$ cat src/rtl/oc_pkg.sv
package oc_pkg;

    localparam int INSTR_W = 32;
    localparam int OPC_W   = 6;
    localparam int RIDX_W  = 5;
    localparam int IMM_W   = 16;

    localparam logic [OPC_W-1:0] OPC_REG  = 6'h00;
    localparam logic [OPC_W-1:0] OPC_SLTI = 6'h0A;
    localparam logic [OPC_W-1:0] OPC_LOAD = 6'h23;
    localparam logic [OPC_W-1:0] OPC_STOR = 6'h2B;
    localparam logic [5:0]       FN_ADD   = 6'h20;

    typedef enum logic [0:0] {
        ALU_ADD = 1'b0,
        ALU_SLT = 1'b1
    } alu_op_e;

    typedef struct packed {
        logic    reg_we;      // destination register is updated
        logic    dst_is_rd;   // destination taken from bits 15:11
        logic    b_is_imm;    // second operand is the extended immediate
        alu_op_e alu_op;
        logic    mem_we;      // data memory written
        logic    wb_mem;      // write-back value comes from data memory
    } ctrl_t;

    localparam ctrl_t CTRL_NOP = '{reg_we: 1'b0, dst_is_rd: 1'b0, b_is_imm: 1'b0,
                                   alu_op: ALU_ADD, mem_we: 1'b0, wb_mem: 1'b0};

endpackage

$ cat src/rtl/oc_decode.sv
module oc_decode
    import oc_pkg::*;
(
    input  logic [INSTR_W-1:0] instr,
    output ctrl_t              ctrl,
    output logic [RIDX_W-1:0]  src_a,
    output logic [RIDX_W-1:0]  src_b,
    output logic [RIDX_W-1:0]  dst_r,
    output logic [IMM_W-1:0]   imm
);

    logic [OPC_W-1:0] opc;
    logic [4:0]       shamt;
    logic [5:0]       fn;

    assign opc   = instr[31:26];
    assign src_a = instr[25:21];
    assign src_b = instr[20:16];
    assign dst_r = instr[15:11];
    assign shamt = instr[10:6];
    assign fn    = instr[5:0];
    assign imm   = instr[15:0];

    always_comb begin
        ctrl = CTRL_NOP;
        unique case (opc)
            OPC_REG: begin
                // only the plain add form is accepted
                if (fn == FN_ADD && shamt == '0) begin
                    ctrl.reg_we    = 1'b1;
                    ctrl.dst_is_rd = 1'b1;
                end
            end
            OPC_SLTI: begin
                ctrl.reg_we   = 1'b1;
                ctrl.b_is_imm = 1'b1;
                ctrl.alu_op   = ALU_SLT;
            end
            OPC_LOAD: begin
                ctrl.reg_we   = 1'b1;
                ctrl.b_is_imm = 1'b1;
                ctrl.wb_mem   = 1'b1;
            end
            OPC_STOR: begin
                ctrl.b_is_imm = 1'b1;
                ctrl.mem_we   = 1'b1;
            end
            default: ctrl = CTRL_NOP;
        endcase
    end

endmodule

$ cat src/rtl/oc_regfile.sv
module oc_regfile #(
    parameter int XLEN = 32,
    parameter int NREG = 32
) (
    input  logic                    clk,
    input  logic                    rst,
    input  logic [$clog2(NREG)-1:0] ra_idx,
    input  logic [$clog2(NREG)-1:0] rb_idx,
    output logic [XLEN-1:0]         ra_val,
    output logic [XLEN-1:0]         rb_val,
    input  logic                    we,
    input  logic [$clog2(NREG)-1:0] w_idx,
    input  logic [XLEN-1:0]         w_val
);

    logic [NREG-1:0][XLEN-1:0] regs_d;
    logic [NREG-1:0][XLEN-1:0] regs_q;

    // entry 0 never takes a write
    assign regs_d[0] = '0;

    for (genvar g = 1; g < NREG; g++) begin : g_entry
        assign regs_d[g] = (we && w_idx == g) ? w_val : regs_q[g];
    end

    always_ff @(posedge clk) begin
        if (rst) regs_q <= '0;
        else     regs_q <= regs_d;
    end

    assign ra_val = regs_q[ra_idx];
    assign rb_val = regs_q[rb_idx];

endmodule

$ cat src/rtl/oc_alu.sv
module oc_alu
    import oc_pkg::*;
#(
    parameter int XLEN = 32
) (
    input  logic [XLEN-1:0] a,
    input  logic [XLEN-1:0] b,
    input  alu_op_e         op,
    output logic [XLEN-1:0] y
);

    logic lt;

    assign lt = $signed(a) < $signed(b);

    always_comb begin
        unique case (op)
            ALU_SLT: y = {{(XLEN-1){1'b0}}, lt};
            default: y = a + b;
        endcase
    end

endmodule

$ cat src/rtl/onecycle_core.sv
module onecycle_core
    import oc_pkg::*;
#(
    parameter int XLEN = 32,
    parameter int NREG = 32
) (
    input  logic               clk,
    input  logic               rst,
    output logic [XLEN-1:0]    imem_addr,
    input  logic [INSTR_W-1:0] imem_data,
    output logic [XLEN-1:0]    dmem_addr,
    output logic [XLEN-1:0]    dmem_wdata,
    output logic               dmem_we,
    input  logic [XLEN-1:0]    dmem_rdata
);

    localparam int          AW      = $clog2(NREG);
    localparam logic [XLEN-1:0] PC_STEP = XLEN'(XLEN / 8);

    typedef struct packed {
        logic [XLEN-1:0] pc;
    } state_t;

    state_t state_d, state_q;

    ctrl_t             ctrl;
    logic [RIDX_W-1:0] rs_f, rt_f, rd_f;
    logic [IMM_W-1:0]  imm_f;
    logic [AW-1:0]     rs_idx, rt_idx, wr_idx;
    logic [XLEN-1:0]   rs_val, rt_val, imm_x, alu_b, alu_y, wr_val;

    // fetch
    always_comb begin
        state_d    = state_q;
        state_d.pc = state_q.pc + PC_STEP;
    end

    always_ff @(posedge clk) begin
        if (rst) state_q <= '0;
        else     state_q <= state_d;
    end

    assign imem_addr = state_q.pc;

    // decode and register read
    oc_decode u_dec (
        .instr (imem_data),
        .ctrl  (ctrl),
        .src_a (rs_f),
        .src_b (rt_f),
        .dst_r (rd_f),
        .imm   (imm_f)
    );

    assign rs_idx = rs_f[AW-1:0];
    assign rt_idx = rt_f[AW-1:0];
    assign wr_idx = ctrl.dst_is_rd ? rd_f[AW-1:0] : rt_f[AW-1:0];
    assign imm_x  = {{(XLEN-IMM_W){imm_f[IMM_W-1]}}, imm_f};

    oc_regfile #(.XLEN(XLEN), .NREG(NREG)) u_rf (
        .clk    (clk),
        .rst    (rst),
        .ra_idx (rs_idx),
        .rb_idx (rt_idx),
        .ra_val (rs_val),
        .rb_val (rt_val),
        .we     (ctrl.reg_we),
        .w_idx  (wr_idx),
        .w_val  (wr_val)
    );

    // execute
    assign alu_b = ctrl.b_is_imm ? imm_x : rt_val;

    oc_alu #(.XLEN(XLEN)) u_alu (
        .a  (rs_val),
        .b  (alu_b),
        .op (ctrl.alu_op),
        .y  (alu_y)
    );

    // memory access
    assign dmem_addr  = alu_y;
    assign dmem_wdata = rt_val;
    assign dmem_we    = ctrl.mem_we;

    // write-back
    assign wr_val = ctrl.wb_mem ? dmem_rdata : alu_y;

endmodule

$ cat config.mk
export PLATFORM = sky130hd
export DESIGN_NAME = onecycle_core
export DESIGN_NICKNAME = d
export VERILOG_FILES = /design/src/rtl/oc_pkg.sv /design/src/rtl/oc_decode.sv /design/src/rtl/oc_regfile.sv /design/src/rtl/oc_alu.sv /design/src/rtl/onecycle_core.sv
export SDC_FILE = /design/constraint.sdc
export NUM_CORES = 2
export LEC_CHECK = 0
export CAP_MARGIN = 20
export CORE_MARGIN = 1.5
export CORE_UTILIZATION = 55
export DETAILED_ROUTE_END_ITERATION = 16
export DONT_BUFFER_PORTS = 1
export HOLD_SLACK_MARGIN = 0.03
export MAX_ROUTING_LAYER = met4
export PLACE_DENSITY = 0.68
export SYNTH_ARGS = -nofsm -noshare
export SYNTH_HDL_FRONTEND = slang
export SYNTH_HIERARCHICAL = 1
export SYNTH_SLANG_ARGS = --single-unit
$ cat constraint.sdc
create_clock -name clk -period 11.8 [get_ports clk]
set_clock_uncertainty 0.1 [all_clocks]
set_input_delay 1.77 -clock clk [delete_from_list [all_inputs] [get_ports clk]]
set_output_delay 1.77 -clock clk [all_outputs]
set_load 0.1 [all_outputs]
==> results.md <==
- Failing checks: max-slew violations
- DR top layer: met4
- Port Buffers: 0
- Clock latency at the later pin of the worst-skew pair: 0.75 ns
- R2r setup slk: 4.29 ns
- Final Hold Viols: 0
- Power Total: 8.95 mW
- Metal-1 WL: 86600 µm
- Clock transition at the registers of the reported paths: 0.06 ns
- First-pass GRT wire length: 320000 µm
- Initial antenna violation count: 13
- Post-CTS setup buffers: 0
- Hold WC Path Type: flip-flop to flip-flop
- Yosys top cell by area: dfxtp_1
- Met2 wire length: 90800 µm
- Seq/Total Area, Yosys: 36.2%
- Distinct cells, synth: 85
- Area contributors post-synth: dfxtp_1, nand2_1, mux2i_1
- Global route overflow: 0
- Total CTS buffers: 110
- Post_cts resized: 0
- Ys flop type: dfxtp_1
- Net count, final: 6989
- Max_cap viols: 0
- RSZ-0062 raised after global routing: false
- DRC Markers: 0
- Final Max Tran Viols: 1347
- Area share of the largest cell type after synthesis: 36.2%
- Leak: 21.5 nW
- Crit-path leading delay family: simple AND/OR/NAND/NOR gates
- CTS tree: yes
- Worst relative slew slack: -75.4%
- Starting Density: 55.5%
- Register bit total from synthesis: 1022
- Hold Buf Count CTS: 0
- Total GRT Usage: 41.4%
- Avg Synthesized Cell Area: 7.74 µm²
- Routed Antenna Nets: 0
- CTS H-tree depth: 3
- Synthesized cell area: 0.0566 mm²
- WP data arrival: 8.50 ns
- RePlAce Congestion: 0.992
- Hold WS: 0.364 ns
- Post-synth EDFFs: 0
- Largest net degree at the start of global routing: 1025
- Most common cell after layout, fill and taps aside: nand2_1
- Ys Warns: 6
- Setup WS post-layout: 1.43 ns
- CP cell instances: mux2_2 -> a221oi_1 -> nor3_1 -> a31oi_1 -> nand3_1 -> mux2_2 -> ha_1 -> inv_1 -> fa_1 -> o21ba_2 -> o41a_2 -> nand4b_1 -> a211oi_2 -> o21ai_0 -> xnor2_1 -> nor2_2
- DR iter-0 viols: 8583
- Met3 WL: 31700 µm
- Status: complete, but fails checks
- Avg WL per Cell: 26.3 µm
- Die Y: 324 µm
- CP Launch Type: input port
- Setup TNS: 0 ns
- PD cells: 147 mW/mm²
- Area delta synth->final: 7.35%
- Vias in the first global route: 49900
- Most frequent CP cell: mux2_2
- Max incr delay on CP: 1.03 ns
- Syn Inst Count: 7310
- Setup Crit Path Kind: input port to output port
- Crit share post-route: 87.9%
- Buf/Inv on CP: 1
- Max IR drop VDD: 272 µV
- Post-Place Setup Slack: 2.26 ns
- Core box area: 0.102 mm²
- Via count: 54600
- Layout cell share with drive strength beyond 1: 9.10%
- Rows: 117
- Clk sink count: 1022
- Vias/cell: 6.54
- CP endpoint kind: output port
- Longest Clk Path Bufs: 3
- Post-synth ARST share: 0%
- Critical path fanouts, max: 450
- Finished Layout Cells: 8340
- Final setup viols: 0
- Inst Count DP: 8105
- Post-DP HPWL: 125000 µm
- Die W: 324 µm
- I/O Pins: 163
- WP data required: 9.93 ns
- Most frequent cells in the layout: nand2_1, a21oi_1, dfxtp_1
- Slowest cell on crit path: nand3_1
- Min cycle time layout: 10.37 ns
- First drt pass iteration count: 8
- Die area: 0.105 mm²
- Slew @ Worst Pin: 2.63 ns
- Final WL: 220000 µm
- Root Buffer: clkbuf_16
- F_max: 96.4 MHz
cell families after synthesis:
logic type                 after synthesis  synth area share [%]
other                                    1               0.00663
xor gates and xnor gates                37                 0.573
DFF                                   1022                  36.2
and+or+nand+nor                       2776                  20.3
AOI/OAI and AO/OA                     1659                  16.8
buffers and inverters                  796                  6.18
adders and majority gates               65                  1.45
muxes                                  954                  18.6
registers in the layout, indices dropped and copies added, names as in the netlist:
name	cells
imem_addr	30
u_rf/regs_q	992
worst min-delay path: stages, from the launching register on:
cell and delay (ns):
dfxtp_1 0.31, nand2_1 0.05, a21oi_1 0.05
final timing paths:
path / start / endpoint / cells past startpoint
max: imem_data[17] / dmem_addr[24] / 16
min: u_rf/regs_q[191] / u_rf/regs_q[191] / 2
max reg2reg: u_rf/regs_q[224] / u_rf/regs_q[152] / 19
min reg2reg: u_rf/regs_q[191] / u_rf/regs_q[191] / 2
per-stage QoR:
step	utilization (%)	area [µm²]
floorplan	-	56600
global placement	55.6	56700
detailed placement	55.7	56800
CTS	59.4	60500
global route	59.6	60700
finish	59.6	60700
area by class of cell:
cell class              instances  area [µm²]
diodes                         17        42.5
clock buffers                 167        3280
clock inverters                42         488
fillers                      9145       41100
inverters                      80         300
multi-input cells            5493       33100
flip-flops and latches       1022       20500
well taps                    1368        1710
repair buffers                151        1390
power breakdown:
part | leakage, nW | total (mW) | internal, mW | switching, mW
logic | 11.4 | 1.87 | 0.388 | 1.48
registers | 8.23 | 3.46 | 3.45 | 0.00741
clock network | 1.86 | 3.62 | 2.09 | 1.53
total | 21.5 | 8.95 | 5.94 | 3.01
layer usage:
layer,track usage (%),vias up
met2,57.9,3568
met4,18.9,0
met1,53.8,26000
met3,13.6,736
met5,-,-
li1,-,24300
cell usage after synthesis, types with 65 or more instances:
cell type,instances
nand3_1,213
a22oi_1,256
mux2_2,119
inv_1,79
nand2_1,2181
a31oi_1,66
nor2_1,96
buf_2,180
nor3_1,76
a221oi_1,65
mux2i_1,769
dfxtp_1,1022
a21oi_1,1170
nor2b_1,89
clkbuf_1,459
(Power assumes the default switching activity.)
